[src/rtl/duart_fe_pkg.sv]
package duart_fe_pkg;
    localparam int ADDR_W = 12;
    localparam int DATA_W = 8;
    localparam int NUM_CH = 2;
    localparam int CH_W   = (NUM_CH > 1) ? $clog2(NUM_CH) : 1;

    // Channel 0 offsets; each further channel sits one stride higher
    localparam logic [ADDR_W-1:0] OFS_STAT  = 12'h40C;
    localparam logic [ADDR_W-1:0] OFS_CMD   = 12'h414;
    localparam logic [ADDR_W-1:0] OFS_HOLD  = 12'h41C;
    localparam logic [ADDR_W-1:0] OFS_MASK  = 12'h42C;
    localparam logic [ADDR_W-1:0] CH_STRIDE = 12'h040;

    localparam int ST_RX_BIT = 0;
    localparam int ST_TX_BIT = 2;

    typedef enum logic [2:0] {SEL_NONE, SEL_STAT, SEL_CMD, SEL_HOLD, SEL_MASK} sel_e;

    typedef struct packed {
        sel_e            sel;
        logic [CH_W-1:0] ch;
    } dec_t;

    function automatic dec_t decode(input logic [ADDR_W-1:0] a);
        dec_t d;
        d.sel = SEL_NONE;
        d.ch  = '0;
        if (a == OFS_MASK) d.sel = SEL_MASK;
        for (int c = 0; c < NUM_CH; c++) begin
            logic [ADDR_W-1:0] off;
            off = ADDR_W'(c) * CH_STRIDE;
            if (a == OFS_STAT + off) begin d.sel = SEL_STAT; d.ch = CH_W'(c); end
            if (a == OFS_CMD  + off) begin d.sel = SEL_CMD;  d.ch = CH_W'(c); end
            if (a == OFS_HOLD + off) begin d.sel = SEL_HOLD; d.ch = CH_W'(c); end
        end
        return d;
    endfunction

    // Enable-register bit positions per channel
    function automatic int tx_en_bit(input int c);
        return 4 * c;
    endfunction

    function automatic int rx_en_bit(input int c);
        return 4 * c + 1;
    endfunction

    function automatic logic [DATA_W-1:0] status_word(input logic waiting);
        logic [DATA_W-1:0] s;
        s = '0;
        s[ST_RX_BIT] = waiting;
        s[ST_TX_BIT] = 1'b1;
        return s;
    endfunction
endpackage

[src/rtl/uart_fe_chan.sv]
module uart_fe_chan
    import duart_fe_pkg::*;
(
    input  logic              clk,
    input  logic              rst,
    input  logic              pop,
    input  logic              push_tx,
    input  logic [DATA_W-1:0] wdata,
    input  logic [DATA_W-1:0] rx_data,
    input  logic              rx_valid,
    output logic              full,
    output logic [DATA_W-1:0] held,
    output logic [DATA_W-1:0] tx_data,
    output logic              tx_valid
);
    always_ff @(posedge clk) begin
        if (rst) begin
            full <= 1'b0;
            held <= '0;
        end else begin
            if (pop) full <= 1'b0;
            if (rx_valid) begin
                full <= 1'b1;
                held <= rx_data;
            end
        end
    end

    always_ff @(posedge clk) begin
        if (rst) begin
            tx_valid <= 1'b0;
            tx_data  <= '0;
        end else begin
            tx_valid <= push_tx;
            if (push_tx) tx_data <= wdata;
        end
    end


    tx_from_write_chk: assert property (@(posedge clk) disable iff (rst)
        tx_valid |-> $past(push_tx));


    rx_fills_chk: assert property (@(posedge clk) disable iff (rst)
        rx_valid |=> full);


    pop_empties_chk: assert property (@(posedge clk) disable iff (rst)
        (pop && !rx_valid) |=> !full);
endmodule

[src/rtl/uart_fe_irq.sv]
module uart_fe_irq
    import duart_fe_pkg::*;
(
    input  logic              clk,
    input  logic              rst,
    input  logic              mask_we,
    input  logic [DATA_W-1:0] wdata,
    input  logic [NUM_CH-1:0] rx_valid,
    input  logic              tick,
    input  logic              clr,
    output logic [DATA_W-1:0] mask,
    output logic              irq
);
    logic set;

    always_comb begin
        set = 1'b0;
        for (int c = 0; c < NUM_CH; c++) begin
            set = set | (rx_valid[c] & mask[rx_en_bit(c)])
                      | (tick & mask[tx_en_bit(c)]);
        end
    end

    always_ff @(posedge clk) begin
        if (rst) begin
            mask <= '0;
            irq  <= 1'b0;
        end else begin
            if (mask_we) mask <= wdata;
            if (set)      irq <= 1'b1;
            else if (clr) irq <= 1'b0;
        end
    end


    clear_drops_chk: assert property (@(posedge clk) disable iff (rst)
        (clr && !(|rx_valid) && !tick) |=> !irq);


    raise_has_cause_chk: assert property (@(posedge clk) disable iff (rst)
        $rose(irq) |-> $past((|rx_valid) || tick));


    set_beats_clear_chk: assert property (@(posedge clk) disable iff (rst)
        (clr && set) |=> irq);
endmodule

[src/rtl/dual_uart_regs.sv]
module dual_uart_regs
    import duart_fe_pkg::*;
(
    input  logic                     clk,
    input  logic                     rst,
    input  logic [ADDR_W-1:0]        bus_addr,
    input  logic                     bus_rd,
    input  logic                     bus_wr,
    input  logic [DATA_W-1:0]        bus_wdata,
    output logic [DATA_W-1:0]        bus_rdata,
    input  logic                     tick,
    input  logic [NUM_CH*DATA_W-1:0] rx_data,
    input  logic [NUM_CH-1:0]        rx_valid,
    output logic [NUM_CH*DATA_W-1:0] tx_data,
    output logic [NUM_CH-1:0]        tx_valid,
    output logic                     irq
);
    dec_t              dec;
    logic [NUM_CH-1:0] full;
    logic [DATA_W-1:0] held [NUM_CH];
    logic [DATA_W-1:0] mask;
    logic [DATA_W-1:0] rmux;
    logic              clr_irq;

    assign dec     = decode(bus_addr);
    assign clr_irq = bus_rd && (dec.sel == SEL_STAT) && (dec.ch == '0);

    for (genvar c = 0; c < NUM_CH; c++) begin : g_ch
        logic hit;
        assign hit = (dec.sel == SEL_HOLD) && (dec.ch == CH_W'(c));
        uart_fe_chan u_chan (
            .clk      (clk),
            .rst      (rst),
            .pop      (bus_rd && hit),
            .push_tx  (bus_wr && hit),
            .wdata    (bus_wdata),
            .rx_data  (rx_data[c*DATA_W +: DATA_W]),
            .rx_valid (rx_valid[c]),
            .full     (full[c]),
            .held     (held[c]),
            .tx_data  (tx_data[c*DATA_W +: DATA_W]),
            .tx_valid (tx_valid[c])
        );
    end

    uart_fe_irq u_irq (
        .clk      (clk),
        .rst      (rst),
        .mask_we  (bus_wr && (dec.sel == SEL_MASK)),
        .wdata    (bus_wdata),
        .rx_valid (rx_valid),
        .tick     (tick),
        .clr      (clr_irq),
        .mask     (mask),
        .irq      (irq)
    );

    always_comb begin
        case (dec.sel)
            SEL_STAT: rmux = status_word(full[dec.ch]);
            SEL_HOLD: rmux = full[dec.ch] ? held[dec.ch] : '0;
            SEL_MASK: rmux = mask;
            default:  rmux = '0;
        endcase
    end

    always_ff @(posedge clk) begin
        if (rst)         bus_rdata <= '0;
        else if (bus_rd) bus_rdata <= rmux;
    end


    status_tx_bit_chk: assert property (@(posedge clk) disable iff (rst)
        (bus_rd && dec.sel == SEL_STAT) |=> bus_rdata[ST_TX_BIT]);


    cmd_read_zero_chk: assert property (@(posedge clk) disable iff (rst)
        (bus_rd && (dec.sel == SEL_CMD || dec.sel == SEL_NONE)) |=> (bus_rdata == '0));
endmodule

[config.mk]
export PLATFORM = sky130hd
export DESIGN_NAME = dual_uart_regs
export DESIGN_NICKNAME = d
export VERILOG_FILES = /design/src/rtl/duart_fe_pkg.sv /design/src/rtl/uart_fe_chan.sv /design/src/rtl/uart_fe_irq.sv /design/src/rtl/dual_uart_regs.sv
export SDC_FILE = /design/constraint.sdc
export NUM_CORES = 1
export LEC_CHECK = 0
export ABC_CLOCK_PERIOD_IN_PS = 2300
export BUFFER_PORTS_ARGS = -buffer_cell sky130_fd_sc_hd__buf_2
export CORE_MARGIN = 3
export CORE_UTILIZATION = 51
export DETAILED_ROUTE_END_ITERATION = 12
export PLACE_DENSITY = 0.84
export SLEW_MARGIN = 20
export SYNTH_ARGS = -nofsm -noshare
export SYNTH_HDL_FRONTEND = slang
export SYNTH_SLANG_ARGS = --single-unit
[constraint.sdc]
create_clock -name clk -period 2.3 [get_ports clk]
set_input_delay 0.46 -clock clk [delete_from_list [all_inputs] [get_ports clk]]
set_output_delay 0.46 -clock clk [all_outputs]
set_load 0.02 [all_outputs]
==> run metrics <==
Crit-path slowest cell=or4b_1; drt pass-1 iters=4; Seq pwr share=56.8%; synth warn=0; placed cells=378; Primary FF master, synth=dfxtp_1; worst path cell trace=buf_2 -> or4_4 -> or4b_1 -> o21ai_1 -> a21oi_1; Slew @ Worst Pin=0.403 ns; Leak=1.31 nW; number of synthesized flops with an enable pin=0; fill count=359; startpoint types=input pin; num ports=70; Critical path buffers and inverters=1; Synth area leaders=dfxtp_1, mux2i_1, nand2b_1; sequential area share after synthesis=43.1%; gr ovfl total=0; post-synthesis cell area=2460 sq um; commonest non-fill, non-tap cell in the layout=buf_2; post-layout net count=376; post-synthesis net count=310; Layout Cells excl Fill=386; die footprint=5700 sq um; Post-synth ARST share=0%; status=finished clean; share of cells above drive strength 1=29.3%; Skew-Pair Late Insertion Delay=0.30 ns; Fin. Hold Viols=0; initial antenna violation count=0; Starting Density=54.7%; area grow syn2layout=21.0%; CP max FO=8; Slew HR=73.1%; unrepaired setup endpoints after global routing=false; post-DR vias/cell=5.64; Max Slew Vio Count=0; DIE HEIGHT=75.5 um; setup repair bufs after CTS=0; Worst Hold Class=in2reg; All-Layer GR Usage=22.0%; NetSw=388 uW; Comb pwr share=9.3%; row cnt=24; Longest Clk Path Bufs=2; period utilisation layout=83.7%; post_cts resized=0; Syn Inst Count=267; Clk pwr share=33.9%; Routed WL=5890 um; input/output buffers=69; Max-Cap Viols=0; first-pass GRT wire length=9770 um; critical path's top delay family=simple AND/OR/NAND/NOR gates; DIE WIDTH=75.5 um; Iter 0 DRT Violations=121; clock root buffer=clkbuf_8; WHS=0.394 ns; # DRC=0; Power Total=1.67 mW; Final setup viols=0; CP peak stage delay=0.67 ns; Worst VDD drop=0.457 mV; Post-CTS Hold Buffers=0; vias post-DR=2178; Routed Antenna Nets=0; flops & latches, synth=53; setup_tns=0 ns; most frequent cells in the layout=buf_2, dfxtp_1, mux2i_1, nand2b_1, nor2_1; post-layout util=66.2%; Core Area=4500 sq um; Synth Area per Inst=9.23 sq um; Max Clk Rate=0.519 GHz; PwrDens=559 nW/um^2; wire length per cell=15.2 um; kind of critical path=in2reg; clk sinks=53; Antenna diodes=0; TritonCTS clock tree=done; vias in the first global route=2142; CP required=2.50 ns; Placer Congestion=0.804; CTS H-Tree Depth=2; Net Sw Frac=23.3%; final clock skew=0.00710 ns; CTS buffer count=5; detailed-placement wirelength estimate=4280 um; Yosys cell types=42; Worst Setup End Kind=register; Period minus WS final=1.93 ns; area leader, netlist=dfxtp_1; post-synth top area share=43.1%; reg2reg setup slack=1.21 ns; Arr. time, crit path=2.12 ns; largest net degree at the start of global routing=35; Internal Power=1.28 mW; Reg clk slew, reported paths=0.09 ns
Yosys cell counts, types with 2 or more instances:
library cell  instances
nand3_1              20
inv_1                 6
o21ai_1               8
mux2_2                2
buf_4                 4
nand2_1               5
o21bai_1              8
nor2_1               21
a311oi_1              2
clkbuf_1             14
nor2b_1               8
nor3_2                2
a31oi_1               9
mux2i_1              32
nand3b_1              3
a211oi_1              2
nand2b_1             24
nand4bb_1             2
o21ai_0               4
nor3_1                2
dfxtp_1              53
a21oi_1              14
buf_2                 3
cell families (layout without fill, tap and decap cells):
group,after synthesis,after routing,share of synthesized area [%]
and+or+nand+nor,98,98,24.2
DFF,53,53,43.1
muxes,34,34,13.9
buffers and inverters,28,95,5.33
AOI/OAI and AO/OA,54,54,13.5
routing by layer:
| metal | up-vias | wire length [um] | track usage, % |
|---|---|---|---|
| met2 | 62 | 2940 | 37.4 |
| met5 | - | 0 | 0 |
| met3 | 13 | 270 | 4.35 |
| li1 | 1072 | - | - |
| met1 | 1031 | 2570 | 28.0 |
| met4 | 0 | 103 | 7.57 |
final cells by class:
type / instances / area (sq um) / area share (%)
sequential: 53 / 1060 / 35.6
timing repair buffer: 81 / 460 / 15.4
multi-input combinational: 186 / 1270 / 42.6
tap: 52 / 65.1 / 2.18
inverter: 6 / 22.5 / 0.755
clock buffer: 7 / 96.3 / 3.23
clock inverter: 1 / 5.00 / 0.168
state kept, by name, indices dropped and copies added, names as in the netlist:
register and count:
g_ch.u_chan.tx_valid 2, g_ch.u_chan.held 16, g_ch.u_chan.full 2, u_irq.mask 8, g_ch.u_chan.tx_data 16, bus_rdata 8
u_irq.irq 1
stage by stage:
step / cell area [sq um] / setup slack (ns)
detailed placement: 2880 / 0.0748
floorplan: 2460 / 0.261
finish: 2980 / 0.375
CTS: 2980 / 0.397
global placement: 2880 / 0.122
global route: 2980 / 0.291
worst register-to-register path: stages, from the launching register on:
cell,delay [ns]
dfxtp_1,0.37
inv_1,0.05
nor3_1,0.17
buf_4,0.18
nand3_1,0.08
a31oi_1,0.17
power groups by stage:
stage	Combinational [mW]	Clock, mW	Sequential (mW)
6_report	0.155	0.566	0.947
5_1_grt	0.171	0.613	0.950
4_1_cts	0.154	0.574	0.947
3_5_place_dp	0.154	0	0.969
3_3_place_gp	0.150	0	0.968
2_1_floorplan	0.0919	0	0.965
worst paths after layout:
| kind | startpoint | to | cells after the start |
|---|---|---|---|
| worst min register to register | g_ch[1].u_chan.tx_data[0] | g_ch[1].u_chan.tx_data[0] | 2 |
| worst max-delay path | bus_addr[9] | u_irq.mask[7] | 5 |
| worst min-delay path | rx_data[0] | g_ch[0].u_chan.held[0] | 3 |
| worst max register to register | g_ch[1].u_chan.full | bus_rdata[1] | 5 |
Note: power is estimated with default switching activity, not from simulation.
